`config.mk`:
```
export PLATFORM = sky130hd
export DESIGN_NAME = qflag_irq_ctrl
export DESIGN_NICKNAME = d
export VERILOG_FILES = /design/src/rtl/qflag_pkg.sv /design/src/rtl/qflag_ctrl.sv /design/src/rtl/qflag_datapath.sv /design/src/rtl/qflag_irq_ctrl.sv
export SDC_FILE = /design/constraint.sdc
export NUM_CORES = 1
export LEC_CHECK = 0
export BUFFER_PORTS_ARGS = -buffer_cell sky130_fd_sc_hd__buf_2
export CAP_MARGIN = 40
export CORE_MARGIN = 4
export CORE_UTILIZATION = 40
export CTS_CLUSTER_DIAMETER = 80
export CTS_CLUSTER_SIZE = 12
export DETAILED_ROUTE_END_ITERATION = 10
export PLACE_DENSITY_LB_ADDON = 0.12
export RECOVER_POWER = 50
export SKIP_LAST_GASP = 1
export SLEW_MARGIN = 30
export SYNTH_ARGS = -nofsm -noshare
export SYNTH_HDL_FRONTEND = slang
export SYNTH_SLANG_ARGS = --single-unit
```
`constraint.sdc`:
```
create_clock -name clk -period 2.1 [get_ports clk]
set_clock_uncertainty 0.1 [all_clocks]
set_input_delay 0.42 -clock clk [delete_from_list [all_inputs] [get_ports clk]]
set_output_delay 0.42 -clock clk [all_outputs]
set_load 0.005 [all_outputs]
```
`src/rtl/qflag_pkg.sv`:
```
package qflag_pkg;
  localparam int NUM_SRC = 4;

  // bit positions shared by the status and enable registers
  localparam int SRC_Q1_DONE  = 0;
  localparam int SRC_Q1_PAUSE = 1;
  localparam int SRC_Q2_DONE  = 2;
  localparam int SRC_Q2_PAUSE = 3;

  typedef logic [NUM_SRC-1:0] srcVec_t;

  // decoded bus strobes from control to datapath
  typedef struct packed {
    logic rdStatus;
    logic rdEnable;
    logic rdOther;
    logic wrStatus;
    logic wrEnable;
  } busCmd_t;
endpackage

```
`src/rtl/qflag_ctrl.sv`:
```
module qflag_ctrl
  import qflag_pkg::*;
#(
  parameter int ADDR_W     = 4,
  parameter int STATUS_OFS = 0,
  parameter int ENABLE_OFS = 4
) (
  input  logic              busRd,
  input  logic              busWr,
  input  logic [ADDR_W-1:0] busAddr,
  input  logic              q1DoneStb,
  input  logic              q1PauseStb,
  input  logic              q2DoneStb,
  input  logic              q2PauseStb,
  output busCmd_t           cmd,
  output srcVec_t           setVec
);
  localparam logic [ADDR_W-1:0] STATUS_ADDR = ADDR_W'(STATUS_OFS);
  localparam logic [ADDR_W-1:0] ENABLE_ADDR = ADDR_W'(ENABLE_OFS);

  logic hitStatus;
  logic hitEnable;

  always_comb begin
    hitStatus = (busAddr == STATUS_ADDR);
    hitEnable = (busAddr == ENABLE_ADDR);
    cmd.rdStatus = busRd && hitStatus;
    cmd.rdEnable = busRd && hitEnable;
    cmd.rdOther  = busRd && !hitStatus && !hitEnable;
    cmd.wrStatus = busWr && hitStatus;
    cmd.wrEnable = busWr && hitEnable;
  end

  always_comb begin
    setVec               = '0;
    setVec[SRC_Q1_DONE]  = q1DoneStb;
    setVec[SRC_Q1_PAUSE] = q1PauseStb;
    setVec[SRC_Q2_DONE]  = q2DoneStb;
    setVec[SRC_Q2_PAUSE] = q2PauseStb;
  end
endmodule

```
`src/rtl/qflag_datapath.sv`:
```
module qflag_datapath
  import qflag_pkg::*;
#(
  parameter int DATA_W = 32
) (
  input  logic              clk,
  input  logic              rst,
  input  busCmd_t           cmd,
  input  srcVec_t           setVec,
  input  srcVec_t           wrBits,
  output srcVec_t           flagVec,
  output srcVec_t           enVec,
  output srcVec_t           irqVec,
  output logic [DATA_W-1:0] rdData
);
  srcVec_t armVec;

  // one flag / clear-permission pair per source
  for (genvar i = 0; i < NUM_SRC; i++) begin : g_src
    logic clrOk;
    assign clrOk = cmd.wrStatus && !wrBits[i] && armVec[i];

    always_ff @(posedge clk) begin
      if (rst) begin
        flagVec[i] <= 1'b0;
      end else if (setVec[i]) begin
        flagVec[i] <= 1'b1;          // set beats clear
      end else if (clrOk) begin
        flagVec[i] <= 1'b0;
      end
    end

    always_ff @(posedge clk) begin
      if (rst) begin
        armVec[i] <= 1'b0;
      end else if (setVec[i]) begin
        armVec[i] <= 1'b0;           // new event needs a fresh read
      end else if (cmd.wrStatus && !wrBits[i]) begin
        armVec[i] <= 1'b0;
      end else if (cmd.rdStatus && flagVec[i]) begin
        armVec[i] <= 1'b1;
      end
    end

    assign irqVec[i] = flagVec[i] & enVec[i];
  end

  always_ff @(posedge clk) begin
    if (rst) begin
      enVec <= '0;
    end else if (cmd.wrEnable) begin
      enVec <= wrBits;
    end
  end

  always_ff @(posedge clk) begin
    if (rst) begin
      rdData <= '0;
    end else if (cmd.rdStatus) begin
      rdData <= DATA_W'(flagVec);
    end else if (cmd.rdEnable) begin
      rdData <= DATA_W'(enVec);
    end else if (cmd.rdOther) begin
      rdData <= '0;
    end
  end
endmodule

```
`src/rtl/qflag_irq_ctrl.sv`:
```
module qflag_irq_ctrl
  import qflag_pkg::*;
#(
  parameter int ADDR_W = 4,
  parameter int DATA_W = 32
) (
  input  logic              clk,
  input  logic              rst,
  input  logic [ADDR_W-1:0] busAddr,
  input  logic              busRd,
  input  logic              busWr,
  input  logic [DATA_W-1:0] busWdata,
  output logic [DATA_W-1:0] busRdata,
  input  logic              q1DoneStb,
  input  logic              q1PauseStb,
  input  logic              q2DoneStb,
  input  logic              q2PauseStb,
  output logic              irqQ1Done,
  output logic              irqQ1Pause,
  output logic              irqQ2Done,
  output logic              irqQ2Pause
);
  busCmd_t cmd;
  srcVec_t setVec;
  srcVec_t flagVec;
  srcVec_t enVec;
  srcVec_t irqVec;
  logic    unusedWdataHi;

  assign unusedWdataHi = ^busWdata[DATA_W-1:NUM_SRC];

  qflag_ctrl #(.ADDR_W(ADDR_W)) u_ctrl (
    .busRd      (busRd),
    .busWr      (busWr),
    .busAddr    (busAddr),
    .q1DoneStb  (q1DoneStb),
    .q1PauseStb (q1PauseStb),
    .q2DoneStb  (q2DoneStb),
    .q2PauseStb (q2PauseStb),
    .cmd        (cmd),
    .setVec     (setVec)
  );

  qflag_datapath #(.DATA_W(DATA_W)) u_dp (
    .clk     (clk),
    .rst     (rst),
    .cmd     (cmd),
    .setVec  (setVec),
    .wrBits  (busWdata[NUM_SRC-1:0]),
    .flagVec (flagVec),
    .enVec   (enVec),
    .irqVec  (irqVec),
    .rdData  (busRdata)
  );

  assign irqQ1Done  = irqVec[SRC_Q1_DONE];
  assign irqQ1Pause = irqVec[SRC_Q1_PAUSE];
  assign irqQ2Done  = irqVec[SRC_Q2_DONE];
  assign irqQ2Pause = irqVec[SRC_Q2_PAUSE];
endmodule

```
---- Word level (Yosys, flattened, before mapping) ----
Cells that the tools add are included.
cells by class
  multiplexer cells ....................... 11
  bitwise logic cells ..................... 4
  eq/ne operators ......................... 1
  reduce and logical (&&, ||, !) cells .... 34
operators with widths
  operator                                             number
  logical AND 1 bit                                    18
  2-to-1 mux 4 bit                                     3
  OR reduction 3 bit                                   4
  2-to-1 mux 1 bit                                     8
  nonzero test 2 bit                                   4
  zero test 1 bit                                      6
  AND 1 bit                                            4
  equality test 4 x 3 -> 1 bit, second input constant  1
  zero test 4 bit                                      1
  nonzero test 3 bit                                   1
word-level totals
  bits in registers ....................... 16
  logic and storage cells ................. 60
  bits of input ports ..................... 44
  output and inout bits ................... 36

---- Longest topological paths before layout ----
  depth in word-level cells ............... 7
  depth in mapped cells ................... 4

---- Cells and area by module ----
From an unflattened synthesis, not the netlist that was laid out.
unflattened totals
  cells, all modules ...................... 110
  area, all modules ....................... 959.7 um^2
modules (own cells, without submodules)
  module          area each (um^2)  cells an instance  times used  seq. area each (um^2)
  qflag_datapath  883.3             100                1           320.3
  qflag_ctrl      76.3              10                 1           0.0

---- Worst setup path before layout ----
OpenSTA, ideal clock, no wires.
  path kind ............................... input-to-reg
  from .................................... in busAddr[3]
  to ...................................... reg u_dp.flagVec[3]
  library setup time ...................... 0.132 ns
  stages on the path ...................... 3
  path buffers ............................ 0
  setup slack ............................. 0.649 ns
  data arrival time ....................... 1.219 ns
  cell sequence ........................... or4b_4 -> nor3_2 -> a311oi_1
between the ends
  cells in the longest elaborated chain, start to end .. 5
ends and longest elaborated chain
  what                                 line                  text
  from (decl)                          qflag_irq_ctrl.sv:9   input logic [ADDR_W-1:0] busAddr,
  zero test 4 bit                      qflag_ctrl.sv:25      hitStatus = (busAddr == STATUS_ADDR);
  logical AND 1 bit                    qflag_ctrl.sv:30      cmd.wrStatus = busWr && hitStatus;
  logical AND 1 bit (2 in a row)       qflag_datapath.sv:21  assign clrOk = cmd.wrStatus && !wrBits[i] && armVec[i];
  nonzero test 2 bit (no source line)  -
  to (signal, indexed assignment)      qflag_datapath.sv:25  flagVec[i] <= 1'b0;
  to (signal, indexed assignment)      qflag_datapath.sv:27  flagVec[i] <= 1'b1;
  to (signal, indexed assignment)      qflag_datapath.sv:29  flagVec[i] <= 1'b0;
  to (decl)                            qflag_datapath.sv:11  output srcVec_t flagVec,
No other way between the ends.
A chain may end at the register's enable or synchronous reset.

---- Final worst setup path ----
  from .................................... in busAddr[3]
  to ...................................... reg u_dp.flagVec[1]
Same word-level chain as after synthesis.

==> qor.yml <==
run_status:
  outcome: "complete, no violations"
cts:
  cts_sinks: 16
  hold_buffers: 0
  cts_resized: 0
  ctsRootBufferMaster: "clkbuf_4"
  ctsLongestPathBuffers: 2
  cts_tree: "done"
  postCtsSetupBuffers: 0
  clock_latency_ps: 280
  clk_pin_slew_ps: 90
  cts_buffers: 3
  cts-htree-levels: 1
synthesis:
  synth_top_area_cell: "dfxtp_1"
  netlist_top_cells_area: "dfxtp_1, buf_4, a21oi_1"
  synth_top_area_share_pct: 33.9
  yosysUniqueCellTypes: 22
  yosys_warnings: 0
  netlist_area_um2: 946
  synthCells: 109
  avgSynthCellArea_um2: 8.68
  yosys_register_bits: 16
  yosysSeqAreaShare_pct: 33.9
setup_path:
  worstPathArrival_ps: 1590
  critPathKind: "input port to flop"
  worstPathMaxFanout: 8
  start_kind: "input port"
  crit_path_end_kind: "flop"
  critPathLaunch: "busAddr[3]"
  r2r-start: "u_dp.flagVec[1]$_SDFFE_PP0P_"
  cp_data_required_time_ps: 2120
floorplanning:
  rows: 17
  start_util_pct: 42.4
  io_pins: 80
  die_w_um: 56.6
  coreArea_um2: 2230
  dieArea_um2: 3210
  chipHeight_um: 56.6
pwr:
  internal-power_mw: 0.402
  power_density_nw_per_um2: 550
  seqPwrFrac_pct: 57.9
  leakage_nw: 0.438
  ir_drop_v: 0.000235
  p_switching_mw: 0.142
  switching_share_pct: 26.1
  combPwrFrac_pct: 13.5
  clkPwrFrac_pct: 28.6
detailed_routing:
  final_antenna_net_count: 0
  via_per_inst: 4.66
  vias: 746
  drc: 0
  wl_per_cell_um: 11.3
  drt_iter0_markers: 7
  detail_route.wirelength_um: 1810
  drtPass1Iterations: 4
final_layout:
  multiInputGateArea_um2: 480
  syn2layout_area_growth_pct: 4.50
  utilization_pct: 44.3
  layout-drive-gt1-share_pct: 22.7
  final_cell_area_um2: 988
  regArea_um2: 320
  fillCellCount: 238
  nNetsFinal: 178
  antenna_cells: 0
global_route:
  grt_max_degree: 18
  grt-ovfl-total: 0
  antenna_found_initial: 0
  grt_pass1_vias: 657
  grt_pass1_wl_um: 2730
  grtUsageTotal_pct: 10.9
sta:
  fmax_ghz: 0.638
  hold_viol: 0
  min_period_over_period_pct: 74.6
  tightest_slew_ps: 873
  finalSetupTns_ps: 0
  whs_ps: 223
  rsz0062_at_grt: "false"
  setup_viol: 0
  slew_headroom_pct: 41.6
  period_needed_ps: 1570
  postLayoutSetupSlackWorst_ps: 533
  slew_violations: 0
min_path:
  min-delay-path-class: "input port to flop"
  min_from: "q2PauseStb"
place:
  place_hpwl_um: 1470
  place.port_buffers: 23
  dpl_cell_area_um2: 978
  pre_cts_slack_ps: 401
  finalWeightedCongestion: 0.701
run:
  max-cap-violations: 0
worst max-delay path, stage by stage:
cell and delay [ps]:
clkbuf_1 140, nor4b_2 800, a41oi_1 230
state kept, by name (all words and copies together) (netlist names):
| signal | count |
|---|---|
| u_dp.armVec | 4 |
| u_dp.rdData | 4 |
| u_dp.enVec | 4 |
| u_dp.flagVec | 4 |
Yosys cell counts:
master     instances
nor2_1             5
nor4b_4            2
or4b_4             1
nand3_1            4
inv_1              5
dfxtp_1           16
nor3_2             2
nor4_1             2
a2111oi_2          2
o21ai_1            8
buf_4             28
buf_2              1
a21oi_1           12
o21bai_1           2
and2_1             4
a311oi_1           2
nor2b_1            4
clkbuf_1           1
conb_1             1
nand2_1            4
nand2b_1           1
a41oi_1            2
final timing paths:
path	cells after the start	to	slack (ps)
worst max-delay path	3	u_dp.flagVec[1]$_SDFFE_PP0P_	530
worst min-delay path	2	u_dp.armVec[3]$_SDFFE_PP0P_	220
worst max register to register	3	u_dp.armVec[1]$_SDFFE_PP0P_	940
worst min register to register	2	u_dp.rdData[0]$_SDFFE_PP0P_	350
cells by family after synthesis:
group / synth area share, %
compound gates: 19.0
other cells: 0.396
simple gates: 21.6
flops: 33.9
buf+inv: 25.1
power by group through the flow:
| stage | logic [mW] | clock network (mW) | registers, mW |
|---|---|---|---|
| after floorplan | 0.0804 | 0 | 0.321 |
| final | 0.0734 | 0.155 | 0.315 |
| after global placement | 0.0731 | 0 | 0.322 |
| after global routing | 0.0818 | 0.182 | 0.316 |
| after CTS | 0.0751 | 0.165 | 0.315 |
| after detailed placement | 0.0750 | 0 | 0.322 |
through the flow:
step | std cells | power [mW]
after floorplan | 136 | 0.401
after global placement | 157 | 0.395
after detailed placement | 157 | 0.397
after CTS | 160 | 0.555
after global routing | 160 | 0.580
final | 160 | 0.543
per-layer routing:
layer / part of all wire, % / GRT usage, %
met1: 40 / 11.5
met2: 51 / 19.8
met3: 8.5 / 1.38
met4: 0.55 / 7.12
met5: 0 / 0
cell usage in the layout (no fill, tap or decap), drive strengths merged:
master / synthesis / layout
conb: 1 / 28
o21ai: 8 / 8
nand2b: 1 / 1
nand2: 4 / 4
clkbuf: 1 / 6
nor2b: 4 / 4
nand3: 4 / 4
or4b: 1 / 1
a41oi: 2 / 2
nor2: 5 / 5
o21bai: 2 / 2
and2: 4 / 4
a21oi: 12 / 12
a2111oi: 2 / 2
a311oi: 2 / 2
nor3: 2 / 2
inv: 5 / 5
nor4b: 2 / 2
buf: 29 / 20
nor4: 2 / 2
dfxtp: 16 / 16
layout make-up:
| cell class | instances | share of cell area (%) |
|---|---|---|
| timing repair buffer | 23 | 11.3 |
| clock buffer | 3 | 2.28 |
| sequential | 16 | 32.4 |
| tap | 28 | 3.54 |
| multi-input combinational | 85 | 48.6 |
| inverter | 5 | 1.90 |
Note: power is estimated with default switching activity, not from simulation.
